## config.mk

```make
export PLATFORM = sky130hd
export DESIGN_NAME = acc_cpu
export DESIGN_NICKNAME = d
export VERILOG_FILES = /design/src/rtl/acc_cpu_pkg.sv /design/src/rtl/acc_cpu_mem.sv /design/src/rtl/acc_cpu_alu.sv /design/src/rtl/acc_cpu_ctrl.sv /design/src/rtl/acc_cpu.sv
export SDC_FILE = /design/constraint.sdc
export NUM_CORES = 1
export LEC_CHECK = 0
export BUFFER_PORTS_ARGS = -buffer_cell sky130_fd_sc_hd__buf_2
export CORE_AREA = 3 3 129 181
export DETAILED_ROUTE_END_ITERATION = 6
export DIE_AREA = 0 0 132 184
export PLACE_DENSITY_LB_ADDON = 0.3
export SLEW_MARGIN = 15
export SYNTH_ARGS = -nofsm -noshare
export SYNTH_HDL_FRONTEND = slang
export SYNTH_SLANG_ARGS = --single-unit
```

## constraint.sdc

```tcl
create_clock -name clk_i -period 2.6 [get_ports clk_i]
set_input_delay 0 -clock clk_i [delete_from_list [all_inputs] [get_ports clk_i]]
set_output_delay 0 -clock clk_i [all_outputs]
set_load 0.1 [all_outputs]
```

## src/rtl/acc_cpu_pkg.sv

```systemverilog
package acc_cpu_pkg;

  typedef enum logic [2:0] {
    OP_LOAD  = 3'b000,
    OP_STORE = 3'b001,
    OP_NOP   = 3'b010,
    OP_SUB   = 3'b011,
    OP_IN    = 3'b100,
    OP_JZ    = 3'b101,
    OP_JP    = 3'b110,
    OP_HALT  = 3'b111
  } op_e;

  typedef enum logic [1:0] {
    ST_FETCH  = 2'd0,
    ST_DECODE = 2'd1,
    ST_EXEC   = 2'd2,
    ST_HALT   = 2'd3
  } state_e;

  typedef enum logic [1:0] {
    ACC_HOLD = 2'd0,
    ACC_MEM  = 2'd1,
    ACC_SUB  = 2'd2,
    ACC_IN   = 2'd3
  } acc_op_e;

  // default program: distance between two input bytes
  function automatic logic [255:0] default_image();
    logic [255:0] img;
    img = '0;
    img[8*0  +: 8] = 8'h80; // in
    img[8*1  +: 8] = 8'h3E; // store 30
    img[8*2  +: 8] = 8'h80; // in
    img[8*3  +: 8] = 8'h3F; // store 31
    img[8*4  +: 8] = 8'h1E; // load 30
    img[8*5  +: 8] = 8'h7F; // sub 31
    img[8*6  +: 8] = 8'hAA; // jz 10
    img[8*7  +: 8] = 8'hCA; // jp 10
    img[8*8  +: 8] = 8'h1F; // load 31
    img[8*9  +: 8] = 8'h7E; // sub 30
    img[8*10 +: 8] = 8'hFF; // halt
    return img;
  endfunction

endpackage

```

## src/rtl/acc_cpu_mem.sv

```systemverilog
module acc_cpu_mem #(
  parameter int unsigned ADDR_W = 5,
  parameter int unsigned DATA_W = 8,
  parameter logic [DATA_W*(1<<ADDR_W)-1:0] INIT_IMAGE = '0
) (
  input  logic              clk_i,
  input  logic              rst_ni,
  input  logic [ADDR_W-1:0] rd_addr_i,
  output logic [DATA_W-1:0] rd_data_o,
  input  logic              wr_en_i,
  input  logic [ADDR_W-1:0] wr_addr_i,
  input  logic [DATA_W-1:0] wr_data_i
);
  localparam int unsigned DEPTH = 1 << ADDR_W;

  logic [DATA_W-1:0] mem_q [DEPTH];
  logic [DATA_W-1:0] rd_q;

  always_ff @(posedge clk_i or negedge rst_ni) begin
    if (!rst_ni) begin
      for (int i = 0; i < DEPTH; i++) mem_q[i] <= INIT_IMAGE[i*DATA_W +: DATA_W];
    end else if (wr_en_i) begin
      mem_q[wr_addr_i] <= wr_data_i;
    end
  end

  // registered read, old data on collision
  always_ff @(posedge clk_i or negedge rst_ni) begin
    if (!rst_ni) rd_q <= '0;
    else         rd_q <= mem_q[rd_addr_i];
  end

  assign rd_data_o = rd_q;
endmodule

```

## src/rtl/acc_cpu_alu.sv

```systemverilog
module acc_cpu_alu
  import acc_cpu_pkg::*;
#(
  parameter int unsigned DATA_W = 8
) (
  input  logic              clk_i,
  input  logic              rst_ni,
  input  acc_op_e           op_i,
  input  logic [DATA_W-1:0] mem_data_i,
  input  logic [DATA_W-1:0] in_data_i,
  output logic [DATA_W-1:0] acc_o,
  output logic              zero_o,
  output logic              pos_o
);
  logic [DATA_W-1:0] acc_q, acc_d;

  always_comb begin
    unique case (op_i)
      ACC_MEM: acc_d = mem_data_i;
      ACC_SUB: acc_d = acc_q - mem_data_i;
      ACC_IN:  acc_d = in_data_i;
      default: acc_d = acc_q;
    endcase
  end

  always_ff @(posedge clk_i or negedge rst_ni) begin
    if (!rst_ni) acc_q <= '0;
    else         acc_q <= acc_d;
  end

  assign acc_o  = acc_q;
  assign zero_o = (acc_q == '0);
  assign pos_o  = !acc_q[DATA_W-1] && (acc_q != '0);
endmodule

```

## src/rtl/acc_cpu_ctrl.sv

```systemverilog
module acc_cpu_ctrl
  import acc_cpu_pkg::*;
#(
  parameter int unsigned ADDR_W = 5,
  parameter int unsigned DATA_W = 8
) (
  input  logic              clk_i,
  input  logic              rst_ni,
  input  logic [DATA_W-1:0] instr_i,
  input  logic              in_valid_i,
  input  logic              acc_zero_i,
  input  logic              acc_pos_i,
  output logic [ADDR_W-1:0] rd_addr_o,
  output logic              wr_en_o,
  output logic [ADDR_W-1:0] wr_addr_o,
  output acc_op_e           acc_op_o,
  output logic              halted_o,
  output state_e            state_o,
  output logic [DATA_W-1:0] ir_o,
  output logic [ADDR_W-1:0] pc_o
);
  state_e            state_q;
  logic [ADDR_W-1:0] pc_q;
  logic [DATA_W-1:0] ir_q;
  op_e               op, new_op;
  logic [ADDR_W-1:0] field;
  logic              take_branch;

  assign op     = op_e'(ir_q[DATA_W-1:ADDR_W]);
  assign new_op = op_e'(instr_i[DATA_W-1:ADDR_W]);
  assign field  = ir_q[ADDR_W-1:0];

  assign take_branch = (op == OP_JZ && acc_zero_i) || (op == OP_JP && acc_pos_i);

  always_comb begin
    rd_addr_o = pc_q;
    if (state_q == ST_DECODE) rd_addr_o = instr_i[ADDR_W-1:0];
  end

  assign wr_en_o   = (state_q == ST_EXEC) && (op == OP_STORE);
  assign wr_addr_o = field;

  always_comb begin
    acc_op_o = ACC_HOLD;
    if (state_q == ST_EXEC) begin
      unique case (op)
        OP_LOAD: acc_op_o = ACC_MEM;
        OP_SUB:  acc_op_o = ACC_SUB;
        OP_IN:   acc_op_o = in_valid_i ? ACC_IN : ACC_HOLD;
        default: acc_op_o = ACC_HOLD;
      endcase
    end
  end

  always_ff @(posedge clk_i or negedge rst_ni) begin
    if (!rst_ni) begin
      state_q <= ST_FETCH;
      pc_q    <= '0;
      ir_q    <= '0;
    end else begin
      unique case (state_q)
        ST_FETCH: state_q <= ST_DECODE;
        ST_DECODE: begin
          ir_q <= instr_i;
          if (new_op == OP_HALT) begin
            state_q <= ST_HALT;
          end else begin
            pc_q    <= pc_q + ADDR_W'(1);
            state_q <= ST_EXEC;
          end
        end
        ST_EXEC: begin
          if (!(op == OP_IN && !in_valid_i)) begin
            if (take_branch) pc_q <= field;
            state_q <= ST_FETCH;
          end
        end
        default: state_q <= ST_HALT;
      endcase
    end
  end

  assign halted_o = (state_q == ST_HALT);
  assign state_o  = state_q;
  assign ir_o     = ir_q;
  assign pc_o     = pc_q;
endmodule

```

## src/rtl/acc_cpu.sv

```systemverilog
module acc_cpu
  import acc_cpu_pkg::*;
#(
  parameter int unsigned ADDR_W = 5,
  parameter int unsigned DATA_W = 8,
  parameter logic [DATA_W*(1<<ADDR_W)-1:0] INIT_IMAGE = acc_cpu_pkg::default_image()
) (
  input  logic              clk_i,
  input  logic              rst_ni,
  input  logic [DATA_W-1:0] in_data_i,
  input  logic              in_valid_i,
  output logic [DATA_W-1:0] acc_o,
  output logic              halted_o
);
  logic [ADDR_W-1:0] rd_addr, wr_addr, pc;
  logic [DATA_W-1:0] rdata, ir;
  logic              wr_en, acc_zero, acc_pos;
  acc_op_e           acc_op;
  state_e            state;

  acc_cpu_mem #(
    .ADDR_W(ADDR_W), .DATA_W(DATA_W), .INIT_IMAGE(INIT_IMAGE)
  ) u_mem (
    .clk_i, .rst_ni,
    .rd_addr_i(rd_addr), .rd_data_o(rdata),
    .wr_en_i(wr_en), .wr_addr_i(wr_addr), .wr_data_i(acc_o)
  );

  acc_cpu_ctrl #(.ADDR_W(ADDR_W), .DATA_W(DATA_W)) u_ctrl (
    .clk_i, .rst_ni,
    .instr_i(rdata), .in_valid_i,
    .acc_zero_i(acc_zero), .acc_pos_i(acc_pos),
    .rd_addr_o(rd_addr), .wr_en_o(wr_en), .wr_addr_o(wr_addr),
    .acc_op_o(acc_op), .halted_o,
    .state_o(state), .ir_o(ir), .pc_o(pc)
  );

  acc_cpu_alu #(.DATA_W(DATA_W)) u_alu (
    .clk_i, .rst_ni,
    .op_i(acc_op), .mem_data_i(rdata), .in_data_i,
    .acc_o, .zero_o(acc_zero), .pos_o(acc_pos)
  );
endmodule

```

### Word-level counts from Yosys, hierarchy flattened

Index checks and enable logic that the tools add are counted.

* register bits after elaboration: 287
* output and inout bits: 9
* logic and storage cells: 93
* input port bits: 11

* equal/unequal tests: 15
* reductions and logical operators: 16
* $lt $le $gt $ge: 3
* $add $sub $neg: 2
* multiplexer cells: 18
* bitwise logic cells: 2

Operators by type and width (number)
* 256-bit bitwise mux: 1
* 8-bit binary-select mux with 5-bit select: 1
* 8-bit demux with 5-bit select: 1
* 8-bit 2-to-1 mux: 3
* 8-bit one-hot mux with 3 select lines: 1
* 5-bit 2-to-1 mux: 4
* 3-bit equality test, second input constant: 4
* 6-bit >= comparator, second input constant: 2
* 5-bit inverter with 6-bit output: 2
* 2-bit one-hot mux with 3 select lines: 2
* 5-bit one-hot mux with 2 select lines: 1
* 2-bit equality test, second input constant: 4
* 8-bit zero test: 1
* 8-bit nonzero test: 1
* 8-bit subtractor: 1
* 1-bit logical AND: 6
* 6-bit by 1-bit < comparator with 1-bit output, second input constant: 1
* 2-bit 2-to-1 mux: 3
* 5-bit by 1-bit adder with 5-bit output, second input constant: 1
* 2-bit by 1-bit equality test with 1-bit output, second input constant: 2
* 2-bit inequality test, second input constant: 2
* 4-bit AND reduction: 1
* 3-bit by 1-bit equality test with 1-bit output, second input constant: 1
* 3-bit by 2-bit equality test with 1-bit output, second input constant: 1
* other kinds (8): 9

### Logic depth before layout (Yosys ltp)

Gate-level depths: netlist (run 1).

* depth in word-level cells: 7
* depth in mapped cells: 9
* gate-level depth less buffers: 9

### Hierarchy

From an unflattened synthesis (run 1), not the netlist that was laid out.

* cell total of the unflattened synthesis: 878
* area, all modules: 13543.0 µm²

By module, submodules not included
* acc_cpu_mem: area an instance 11912.7 µm², cells each 707, sequential area each 6670.1 µm², times used 1
* acc_cpu_ctrl: area an instance 878.3 µm², cells each 99, sequential area each 375.4 µm², times used 1
* acc_cpu_alu: area an instance 752.0 µm², cells each 72, sequential area each 200.2 µm², times used 1

### Worst setup path after synthesis (run 1)

OpenSTA, ideal clock, no wires.

* path type: register to register
* from: register u_alu.acc_q[0] (netlist: u_alu.acc_o[0])
* to: register u_alu.acc_q[6] (netlist: u_alu.acc_o[6])
* path slack: -0.164 ns
* required time: 2.462 ns
* clock period less this slack: 2.764 ns
* arrival: 2.626 ns
* setup time: 0.138 ns
* stages on the path, launching flop included: 10
* cell sequence: dfrtp_1 inv_1 ha_1 inv_1 fa_1 a21o_1 a21oi_1 o21ai_0 xor2_1 mux4_2

* cells in the longest elaborated chain, start to end: 2

RTL lines
* start, declared: RTL line acc_cpu_alu.sv:15 `logic [DATA_W-1:0] acc_q, acc_d;`
* start signal, assigned: RTL line acc_cpu_alu.sv:27 `if (!rst_ni) acc_q <= '0;`
* start signal, assigned: RTL line acc_cpu_alu.sv:28 `else acc_q <= acc_d;`
* 8-bit subtractor: RTL line acc_cpu_alu.sv:20 `ACC_SUB: acc_d = acc_q - mem_data_i;`
* 8-bit one-hot mux with 3 select lines: RTL line acc_cpu_alu.sv:18 `unique case (op_i)`

Every way passes these cells.
A chain may end at the register's enable or synchronous reset.

### Worst setup path in the final report (run 1)

* from: register u_ctrl.state_q[1] (netlist: u_ctrl.state_o[1])
* to: register u_mem.rd_q[4] (netlist: u_mem.rd_data_o[4])

* cells in the longest elaborated chain, start to end: 6

RTL lines
* start, declared: RTL line acc_cpu_ctrl.sv:22 `state_e state_q;`
* start signal, assigned: RTL line acc_cpu_ctrl.sv:57 `state_q <= ST_FETCH;`
* start signal, assigned: RTL line acc_cpu_ctrl.sv:62 `ST_FETCH: state_q <= ST_DECODE;`
* start signal, assigned: RTL line acc_cpu_ctrl.sv:66 `state_q <= ST_HALT;`
* 2-bit by 1-bit equality test with 1-bit output: RTL line acc_cpu_ctrl.sv:37 `if (state_q == ST_DECODE) rd_addr_o = instr_i[ADDR_W-1:0];`
* 5-bit 2-to-1 mux: RTL line acc_cpu_ctrl.sv:37
* 5-bit inverter with 6-bit output (implied by the code): RTL line acc_cpu_mem.sv:30 `else rd_q <= mem_q[rd_addr_i];`
* 8-bit binary-select mux with 5-bit select: RTL line acc_cpu_mem.sv:30
* 8-bit 2-to-1 mux (implied by the code) (2 in series): RTL line acc_cpu_mem.sv:30
* end signal, assigned: RTL line acc_cpu_mem.sv:30
* end, declared: RTL line acc_cpu_mem.sv:17 `logic [DATA_W-1:0] rd_q;`

Every way passes these cells. The select of a mux whose other input is x is not followed.

==> results of run 1 <==
cell usage in the layout, fill, tap and decap left out, drive strengths merged, types with 16 or more instances in the layout:
master / instances
a21oi: 44
dfstp: 51
mux2i: 57
a32oi: 56
nand2: 189
mux2: 256
buf: 82
dfrtp: 236
nand3: 16
nor3: 17
nor2: 32
clkbuf: 40
logic make-up (layout without fill, tap and decap cells):
group,after synthesis,after routing,share of synthesized area [%]
mux,314,314,25.3
simple gates,309,309,10.8
flops,287,287,52.6
compound gates,144,144,7.31
buf+inv,91,152,2.72
fa+ha+maj,10,10,0.963
xor+xnor,5,5,0.318
registers in the layout, summed over array words and instances, names as in the netlist:
register and count:
u_alu.acc_o 8, u_ctrl.ir_o 8, u_ctrl.pc_o 5, u_ctrl.state_o 2, u_mem.mem_q 256, u_mem.rd_data_o 8
cells in the mapped netlist (5+ instances only):
master and count:
nand3_1 16, buf_2 17, and3_1 5, nor2_2 8
ha_1 9, nor3_1 13, a21o_1 5, a31oi_1 14
clkbuf_1 51, and2_1 5, nand2_1 189, mux2i_1 56
inv_1 13, a21oi_1 41, a32oi_1 56, nand2b_1 5
nor4_2 8, dfrtp_1 236, o21ai_0 14, mux2_2 252
dfstp_2 51, nor2b_1 9, nor2_1 24, buf_1 7
nand4_1 9
what timing repair did:
item / in CTS / in global routing
hold buffers: 9 / 0
endpoints found under the hold margin: 120 / 0
setup buffers: 0 / 1
gates resized for setup: 0 / 4
setup endpoints to repair: 0 / 17
power groups by stage:
stage          logic (mW)  registers [mW]  clock network, mW
2_1_floorplan    0.000529            4.55                  0
6_report            0.122            4.47               3.95
5_1_grt             0.140            4.47               4.19
4_1_cts             0.128            4.47               3.99
3_5_place_dp        0.116            4.55                  0
3_3_place_gp        0.115            4.55                  0
worst max-delay path: cells and delay by family, from the launching register on:
kind                   cells  cell delay [ns]
AOI/OAI and AO/OA          3             0.99
and+or+nand+nor            3             0.69
buffers and inverters      1             0.21
DFF                        1             0.45
path summary, 6_finish.rpt:
check | endpoint | slack, ns | from | cells after the start
max | u_mem.rd_data_o[4]$_DFF_PN0_ | 0.16 | u_ctrl.state_o[1]$_DFFE_PN0N_ | 7
min | u_mem.mem_q[142]$_DFFE_PN0P_ | 0.05 | rst_ni | 2
max reg2reg | u_mem.rd_data_o[4]$_DFF_PN0_ | 0.16 | u_ctrl.state_o[1]$_DFFE_PN0N_ | 7
min reg2reg | u_mem.mem_q[62]$_DFFE_PN0P_ | 0.50 | u_mem.mem_q[62]$_DFFE_PN0P_ | 1
max in group asynchronous | u_mem.mem_q[1]$_DFFE_PN0P_ | 1.63 | rst_ni | 3
min in group clk_i | u_alu.acc_o[7]$_DFFE_PN0P_ | 0.06 | in_data_i[7] | 5
per-layer routing:
metal  global-route usage (%)  vias to the layer above  wire (um)
met5                        0                        -          0
met4                     15.0                        0       1860
met3                     4.52                      115       2040
met2                     49.4                      345      17400
met1                     34.8                     4978      13300
li1                         -                     4257          -
layout make-up:
cell class | count | share of cell area [%]
tap | 297 | 2.40
clock inverter | 8 | 0.743
sequential | 287 | 46.8
timing repair buffer | 91 | 5.12
multi-input combinational | 782 | 39.7
clock buffer | 40 | 4.87
inverter | 13 | 0.315
through the flow:
step / instances / hold slack, ns / area (um2) / total power, mW / TNS [ns]
finish: 1518 / 0.0525 / 15500 / 8.54 / 0
CTS: 1517 / 0.0431 / 15500 / 8.59 / 0
detailed placement: 1460 / 0.0653 / 14500 / 4.67 / 0
global route: 1518 / 0.124 / 15500 / 8.80 / -0.123
global placement: 1460 / 0.0705 / 14500 / 4.66 / 0
floorplan: 1160 / -0.296 / 13800 / 4.55 / 0
==> impl_metrics.env, run 1 <==
export IMPL_status="completed"
export IMPL_io_buffer_count=19
export IMPL_drc=0
export IMPL_antenna_cells=0
export IMPL_die_h_um=184
export IMPL_gp_congestion=0.913
export IMPL_syn_cell_area_um2=13800
export IMPL_vias=9695
export IMPL_yosysSeqAreaShare_pct=52.6
export IMPL_grt_usage_pct=28.6
export IMPL_p_switching_mw=1.75
export IMPL_worstSkewPairLatency_ns=0.54
export IMPL_final_layout_size_suffix_gt1_share_pct=37.6
export IMPL_setup_viol=0
export IMPL_dieArea_um2=24300
export IMPL_grt_max_degree=91
export IMPL_rsz0062_at_grt="yes"
export IMPL_cts_sinks=287
export IMPL_path_cells="nand2b_2 -> a21oi_2 -> nor2_1 -> buf_12 -> a32oi_1 -> a21oi_1 -> nor4_2"
export IMPL_crit_type="register to register"
export IMPL_die_w_um=132
export IMPL_peakVddDrop_uv=509
export IMPL_internal_power_mw=6.79
export IMPL_cpMaxStageDelayCell="dfrtp_1"
export IMPL_power_frac_clock_pct=46.3
export IMPL_finalHoldViolCount=0
export IMPL_grt_pass1_vias=10100
export IMPL_yosysTopAreaCell="dfrtp_1"
export IMPL_root_buffer="clkbuf_16"
export IMPL_combPwrFrac_pct=1.4
export IMPL_seqCellArea_um2=7250
export IMPL_critPathLaunchType="register"
export IMPL_dp_hpwl_mm=22.8
export IMPL_worstPathArrival_ns=2.88
export IMPL_synth_area_leaders="dfrtp_1 (43%), mux2_2 (21%), dfstp_2 (9.7%)"
export IMPL_ys_flop_type="dfrtp_1"
export IMPL_worstMarginPinSlew_ns=0.850
export IMPL_synth_fp_nets=1181
export IMPL_cts_buffers=27
export IMPL_io_pins=20
export IMPL_synth_cells=1160
export IMPL_ys_ff_latch=287
export IMPL_drv_cap=0
export IMPL_post_route_period_util_pct=94.0
export IMPL_synthArstFlopShare_pct=100
export IMPL_setup_slack_ns=0.156
export IMPL_grt_pass1_wl_mm=54.9
export IMPL_p_leak_nw=7.40
export IMPL_min_path_type="input port to asynchronous set/reset pin"
export IMPL_yosys_area_top_type_share_pct=42.9
export IMPL_drtIter0Drc=716
export IMPL_avgViaCountPerCell=6.39
export IMPL_skew_ns=0.0121
export IMPL_coreArea_um2=21900
export IMPL_multiInputGateArea_um2=6160
export IMPL_clock_path_buffers=3
export IMPL_initial_core_util_pct=63.0
export IMPL_routed_wl_mm=34.6
export IMPL_area_growth_pct=12.5
export IMPL_fin_util_pct=70.9
export IMPL_slew_headroom_pct=43.1
export IMPL_fillCellCount=1502
export IMPL_synth_edf_count=0
export IMPL_swShare_pct=20.5
export IMPL_detail_route_antenna_nets=0
export IMPL_seqPwrFrac_pct=52.3
export IMPL_end_kind="register"
export IMPL_pre_cts_ws_ns=0.0838
export IMPL_grt_overflow_total=0
export IMPL_drt_pass1_iter_count=5
export IMPL_clk_pin_slew_worst_paths_ns=0.07
export IMPL_critPathMaxFanout=21
export IMPL_cts_tree="built"
export IMPL_maxSlewViolCount=0
export IMPL_synth_warnings=0
export IMPL_wl_per_cell_um=22.8
export IMPL_yosysUniqueCellTypes=51
export IMPL_synth_area_per_cell_um2=11.9
export IMPL_p_per_area_nw_per_um2=551
export IMPL_rows=64
export IMPL_clock_fmax_mhz=409
export IMPL_antenna_found_initial=0
export IMPL_min_period_ns=2.44
export IMPL_cp_slowest_stage_delay_ns=0.45
export IMPL_finalNetCount=1223
export IMPL_crit_required_ns=3.04
export IMPL_htreeDepth=1
(Power assumes the default switching activity.)
==> run 2, diff against run 1 <==
- HOLD_SLACK_MARGIN: not set -> 0.12
==> run 2 against run 1 <==
  * Sequential share of layout area fell by 0.090 points
  * Register-to-register slack about the same
  * Clock-buffer cell count unchanged
  * Total power about the same
  * First-iteration DRC count up 1.4%
  * Critical path depth is the same
  * Utilization rose by 0.14 points
  * Combinational power increased by 3%
  * Clock skew up 0.0012 ns
  * Critical path type unchanged
==> impl_metrics.env, run 2 (synthesized netlist as in run 1, its figures left out) <==
export IMPL_total_power_mw=8.55
export IMPL_grt_pass1_vias=10100
export IMPL_skew_ns=0.0133
export IMPL_root_buffer="clkbuf_16"
export IMPL_cts_buffers=27
export IMPL_min_period_ns=2.45
export IMPL_dieArea_um2=24300
export IMPL_setup_slack_ns=0.146
export IMPL_finalNetCount=1226
export IMPL_status="completed"
export IMPL_final_layout_size_suffix_gt1_share_pct=37.5
export IMPL_design_area_um2=15500
export IMPL_grt_pass1_wl_mm=54.9
export IMPL_routed_wl_mm=34.7
export IMPL_pre_cts_ws_ns=0.0838
export IMPL_area_growth_pct=12.8
export IMPL_r2r_start="u_ctrl.state_o[1]$_DFFE_PN0N_"
export IMPL_detail_route_antenna_nets=0
export IMPL_finalHoldViolCount=0
export IMPL_die_w_um=132
export IMPL_fillCellCount=1499
export IMPL_htreeDepth=1
export IMPL_seqCellArea_um2=7250
export IMPL_worstPathArrival_ns=2.85
export IMPL_drv_cap=0
export IMPL_clock_fmax_mhz=407
export IMPL_io_buffer_count=19
export IMPL_crit_start="u_ctrl.state_o[1]$_DFFE_PN0N_"
export IMPL_drtIter0Drc=726
export IMPL_clk_pin_slew_worst_paths_ns=0.06
export IMPL_grt_max_degree=84
export IMPL_final_cell_mix="mux2_2 (252), dfrtp_1 (230), nand2_1 (189)"
export IMPL_layout_commonest_cell="mux2_2"
export IMPL_io_pins=20
export IMPL_fin_util_pct=71.0
export IMPL_crit_type="register to register"
export IMPL_peakVddDrop_uv=508
export IMPL_wl_per_cell_um=22.8
export IMPL_rsz0062_at_grt="yes"
export IMPL_die_h_um=184
export IMPL_gp_congestion=0.913
export IMPL_multiInputGateArea_um2=6160
export IMPL_drt_pass1_iter_count=5
export IMPL_initial_core_util_pct=63.0
export IMPL_min_path_type="input port to register"
export IMPL_antenna_found_initial=0
export IMPL_critPathMaxFanout=13
export IMPL_placed_area_um2=14500
export IMPL_p_leak_nw=7.41
export IMPL_regMostFlops="u_mem.mem_q"
export IMPL_min_from="in_data_i[1]"
export IMPL_post_route_period_util_pct=94.4
export IMPL_crit_required_ns=3.00
export IMPL_cts_tree="built"
export IMPL_grt_usage_pct=28.6
export IMPL_end_kind="register"
export IMPL_slew_headroom_pct=41.9
export IMPL_largest_reg_flops=256
export IMPL_maxSlewViolCount=0
export IMPL_drc=0
export IMPL_clock_path_buffers=3
export IMPL_dp_hpwl_mm=22.8
export IMPL_grt_overflow_total=0
export IMPL_cts_sinks=287
export IMPL_vias=9634
export IMPL_critPathLaunchType="register"
export IMPL_worstSkewPairLatency_ns=0.54
export IMPL_worstMarginPinSlew_ns=0.868
export IMPL_avgViaCountPerCell=6.33
export IMPL_p_per_area_nw_per_um2=550
export IMPL_setup_viol=0
export IMPL_rows=64
export IMPL_coreArea_um2=21900
export IMPL_antenna_cells=0
-- run 2: cell count changes in the layout (fill, tap and decap cells not counted) --
cell,change
dlygate4sd3_1,+3
-- run 2: critical path: stages (launching register included) --
cell      delay (ns)
dfrtp_1         0.45
nand2b_2        0.30
a21o_1          0.31
nor2_2          0.27
buf_4           0.30
a32oi_1         0.14
a21oi_1         0.44
nor4_2          0.09
-- run 2: path summary, 6_finish.rpt --
| path | endpoint | slack [ns] | cells past startpoint |
|---|---|---|---|
| hold reg to reg | u_mem.mem_q[62]$_DFFE_PN0P_ | 0.49 | 1 |
| min in group asynchronous | u_mem.mem_q[236]$_DFFE_PN0P_ | 0.61 | 3 |
| hold / removal | u_alu.acc_o[1]$_DFFE_PN0P_ | 0.28 | 4 |
| setup / recovery | u_mem.rd_data_o[6]$_DFF_PN0_ | 0.15 | 7 |
| setup reg to reg | u_mem.rd_data_o[6]$_DFF_PN0_ | 0.15 | 7 |
| max in group asynchronous | u_mem.mem_q[232]$_DFFE_PN0P_ | 0.77 | 4 |
-- run 2: cell type report --
class	instances	share of cell area, %
flip-flops and latches	287	46.7
multi-input cells	782	39.7
repair buffers	94	5.30
clock buffers	40	4.86
well taps	297	2.39
clock inverters	8	0.741
inverters	13	0.314
-- run 2: stage by stage --
step           setup TNS [ns]  std cells  hold slack [ns]
2_1_floorplan               0       1160           -0.296
3_3_place_gp                0       1460           0.0705
3_5_place_dp                0       1460           0.0653
4_1_cts                     0       1520            0.271
5_1_grt                -0.123       1521            0.303
6_report                    0       1521            0.283
-- run 2: timing repair --
action	in CTS	in global routing
hold buffers	12	0
buffers inserted	0	1
setup endpoints to repair	0	17
resized for setup	0	4
endpoints found under the hold margin	229	0
-- run 2: routing by layer --
layer / global-route usage (%) / share of wire (%) / vias up
met5: 0 / 0 / -
met4: 15.3 / 5.5 / 0
met3: 4.52 / 5.8 / 118
met2: 49.4 / 50 / 337
met1: 34.7 / 38 / 4919
li1: - / - / 4260
-- run 2: where the power goes --
| part | internal, mW | switching [mW] | leakage, nW | total [mW] |
|---|---|---|---|---|
| registers | 4.47 | 0 | 3.81 | 4.47 |
| clock network | 2.30 | 1.65 | 0.428 | 3.95 |
| logic | 0.0310 | 0.0948 | 3.18 | 0.126 |
| total | 6.80 | 1.75 | 7.41 | 8.55 |
==> run 3, diff against run 2 <==
- SETUP_SLACK_MARGIN: not set -> 0.5
==> run 3 against run 2 <==
  * Non-clock buffer count is 32 higher
  * Total power up 0.89%
  * Highest routed layer unchanged
  * First-iteration DRC count increased by 80%
  * Clock power up 2%
  * Critical endpoint is now u_mem.rd_data_o[2]$_DFF_PN0_
  * Hold slack improved by 0.0096 ns
  * Combinational power fell by 4%
  * Sequential share of layout area fell by 4.4 points
  * Global-route usage up 2.1 points
==> impl_metrics.env, run 3 (synthesized netlist as in run 1, its figures left out) <==
export IMPL_status="completed"
export IMPL_end_kind="register"
export IMPL_grt_pass1_wl_mm=58.8
export IMPL_rows=64
export IMPL_die_w_um=132
export IMPL_crit_type="register to register"
export IMPL_io_pins=20
export IMPL_layout_commonest_cell="dfrtp_1"
export IMPL_cts_buffers=28
export IMPL_routed_wl_mm=42.9
export IMPL_rsz0062_at_grt="yes"
export IMPL_cts_tree="built"
export IMPL_crit_required_ns=3.02
export IMPL_maxSlewViolCount=0
export IMPL_setup_viol=0
export IMPL_io_buffer_count=19
export IMPL_finalHoldViolCount=0
export IMPL_dieArea_um2=24300
export IMPL_initial_core_util_pct=63.0
export IMPL_grt_max_degree=90
export IMPL_wl_per_cell_um=27.6
export IMPL_critPathLaunchType="register"
export IMPL_root_buffer="clkbuf_16"
export IMPL_final_cell_mix="dfrtp_1 (223), mux2_2 (198), nand2_1 (168)"
export IMPL_tns_ns=0
export IMPL_antenna_found_initial=1
export IMPL_grt_usage_pct=30.8
export IMPL_holdPathStages=4
export IMPL_avgViaCountPerCell=6.88
export IMPL_fin_util_pct=78.8
export IMPL_grt_pass1_vias=10600
export IMPL_p_per_area_nw_per_um2=501
export IMPL_grt_overflow_total=0
export IMPL_finalNetCount=1259
export IMPL_vias=10700
export IMPL_drc=0
export IMPL_htreeDepth=1
export IMPL_die_h_um=184
export IMPL_peakVddDrop_uv=494
export IMPL_worstPathArrival_ns=2.73
export IMPL_placed_area_um2=14500
export IMPL_gp_congestion=0.968
export IMPL_critPathMaxFanout=15
export IMPL_dp_cells=1457
export IMPL_skew_ns=0.0114
export IMPL_worstSkewPairLatency_ns=0.55
export IMPL_total_power_mw=8.62
export IMPL_design_area_um2=17200
export IMPL_antenna_cells=0
export IMPL_area_growth_pct=25.1
export IMPL_rr_worst_depth=8
export IMPL_min_period_ns=2.31
export IMPL_cts_sinks=287
export IMPL_min_path_type="input port to register"
export IMPL_final_layout_size_suffix_gt1_share_pct=49.7
export IMPL_worstMarginPinSlew_ns=0.742
export IMPL_clk_pin_slew_worst_paths_ns=0.07
export IMPL_slew_headroom_pct=50.4
export IMPL_clock_fmax_mhz=433
export IMPL_drv_cap=0
export IMPL_drtIter0Drc=1304
export IMPL_drt_pass1_iter_count=5
export IMPL_clock_path_buffers=3
export IMPL_largest_reg_flops=256
export IMPL_dp_hpwl_mm=22.8
export IMPL_post_route_period_util_pct=88.8
export IMPL_regMostFlops="u_mem.mem_q"
export IMPL_r2r_setup_slack_ns=0.29
export IMPL_p_leak_nw=7.87
export IMPL_coreArea_um2=21900
export IMPL_fin_cells=1557
export IMPL_detail_route_antenna_nets=0
## run 3: cell types whose count changed in the layout (fill, tap and decap cells not counted), moves of 8 or more
cell | before | now
buf_6 | 0 | 10
nor2_4 | 1 | 11
mux2_2 | 252 | 198
dfrtp_4 | 0 | 8
a21oi_1 | 41 | 21
nand2_2 | 0 | 11
mux2i_1 | 56 | 48
a21oi_2 | 2 | 15
nand2_4 | 0 | 10
mux2_4 | 0 | 55
a32oi_2 | 0 | 27
a32oi_1 | 56 | 23
nand2_1 | 189 | 168
## run 3: cell type report
cell class | count | area [um2]
clock inverter | 10 | 80.1
tap | 297 | 372
clock buffer | 42 | 825
multi-input combinational | 782 | 7280
inverter | 13 | 51.3
sequential | 287 | 7280
timing repair buffer | 126 | 1340
fill | 1113 | 4640
## run 3: where the power goes
group | internal, mW | total [mW] | switching, mW
Combinational | 0.0264 | 0.121 | 0.0950
Sequential | 4.47 | 4.47 | 0
Clock | 2.29 | 4.03 | 1.74
## run 3: final timing paths
kind	start	end
min	in_data_i[3]	u_alu.acc_o[3]$_DFFE_PN0P_
max	u_ctrl.state_o[1]$_DFFE_PN0N_	u_mem.rd_data_o[2]$_DFF_PN0_
max in group asynchronous	rst_ni	u_mem.mem_q[191]$_DFFE_PN0P_
max reg2reg	u_ctrl.state_o[1]$_DFFE_PN0N_	u_mem.rd_data_o[2]$_DFF_PN0_
min in group asynchronous	rst_ni	u_mem.mem_q[154]$_DFFE_PN0P_
min reg2reg	u_mem.mem_q[55]$_DFFE_PN0P_	u_mem.mem_q[55]$_DFFE_PN0P_
## run 3: per-stage QoR
step / hold slack, ns / setup slack (ns)
detailed placement: 0.0596 / 0.0968
floorplan: -0.296 / 0.261
finish: 0.293 / 0.291
CTS: 0.260 / 0.333
global route: 0.305 / 0.260
global placement: 0.0574 / 0.121
## run 3: layer usage
metal	wire length (um)	global-route usage (%)	up-vias	share of wire [%]
met3	3250	4.90	231	7.6
met4	3220	16.6	0	7.5
met2	21200	53.6	675	49
li1	-	-	4326	-
met1	15300	36.8	5476	36
met5	0	0	-	0
## run 3: critical path, cell delays in order, from the launching register on
cell	delay [ns]
dfrtp_2	0.47
nand2b_4	0.24
a21oi_4	0.20
buf_12	0.17
buf_16	0.17
mux2i_1	0.33
a32oi_2	0.13
a21oi_2	0.36
nor4_4	0.09
## run 3: what timing repair did
item                                    CTS  global route
setup buffers                            19            10
resized for setup                       103           166
endpoints found under the setup margin  211           219
hold buffers                             12             0
gates cloned                              4             3
endpoints found under the hold margin   241             0
pin swaps                                21            32
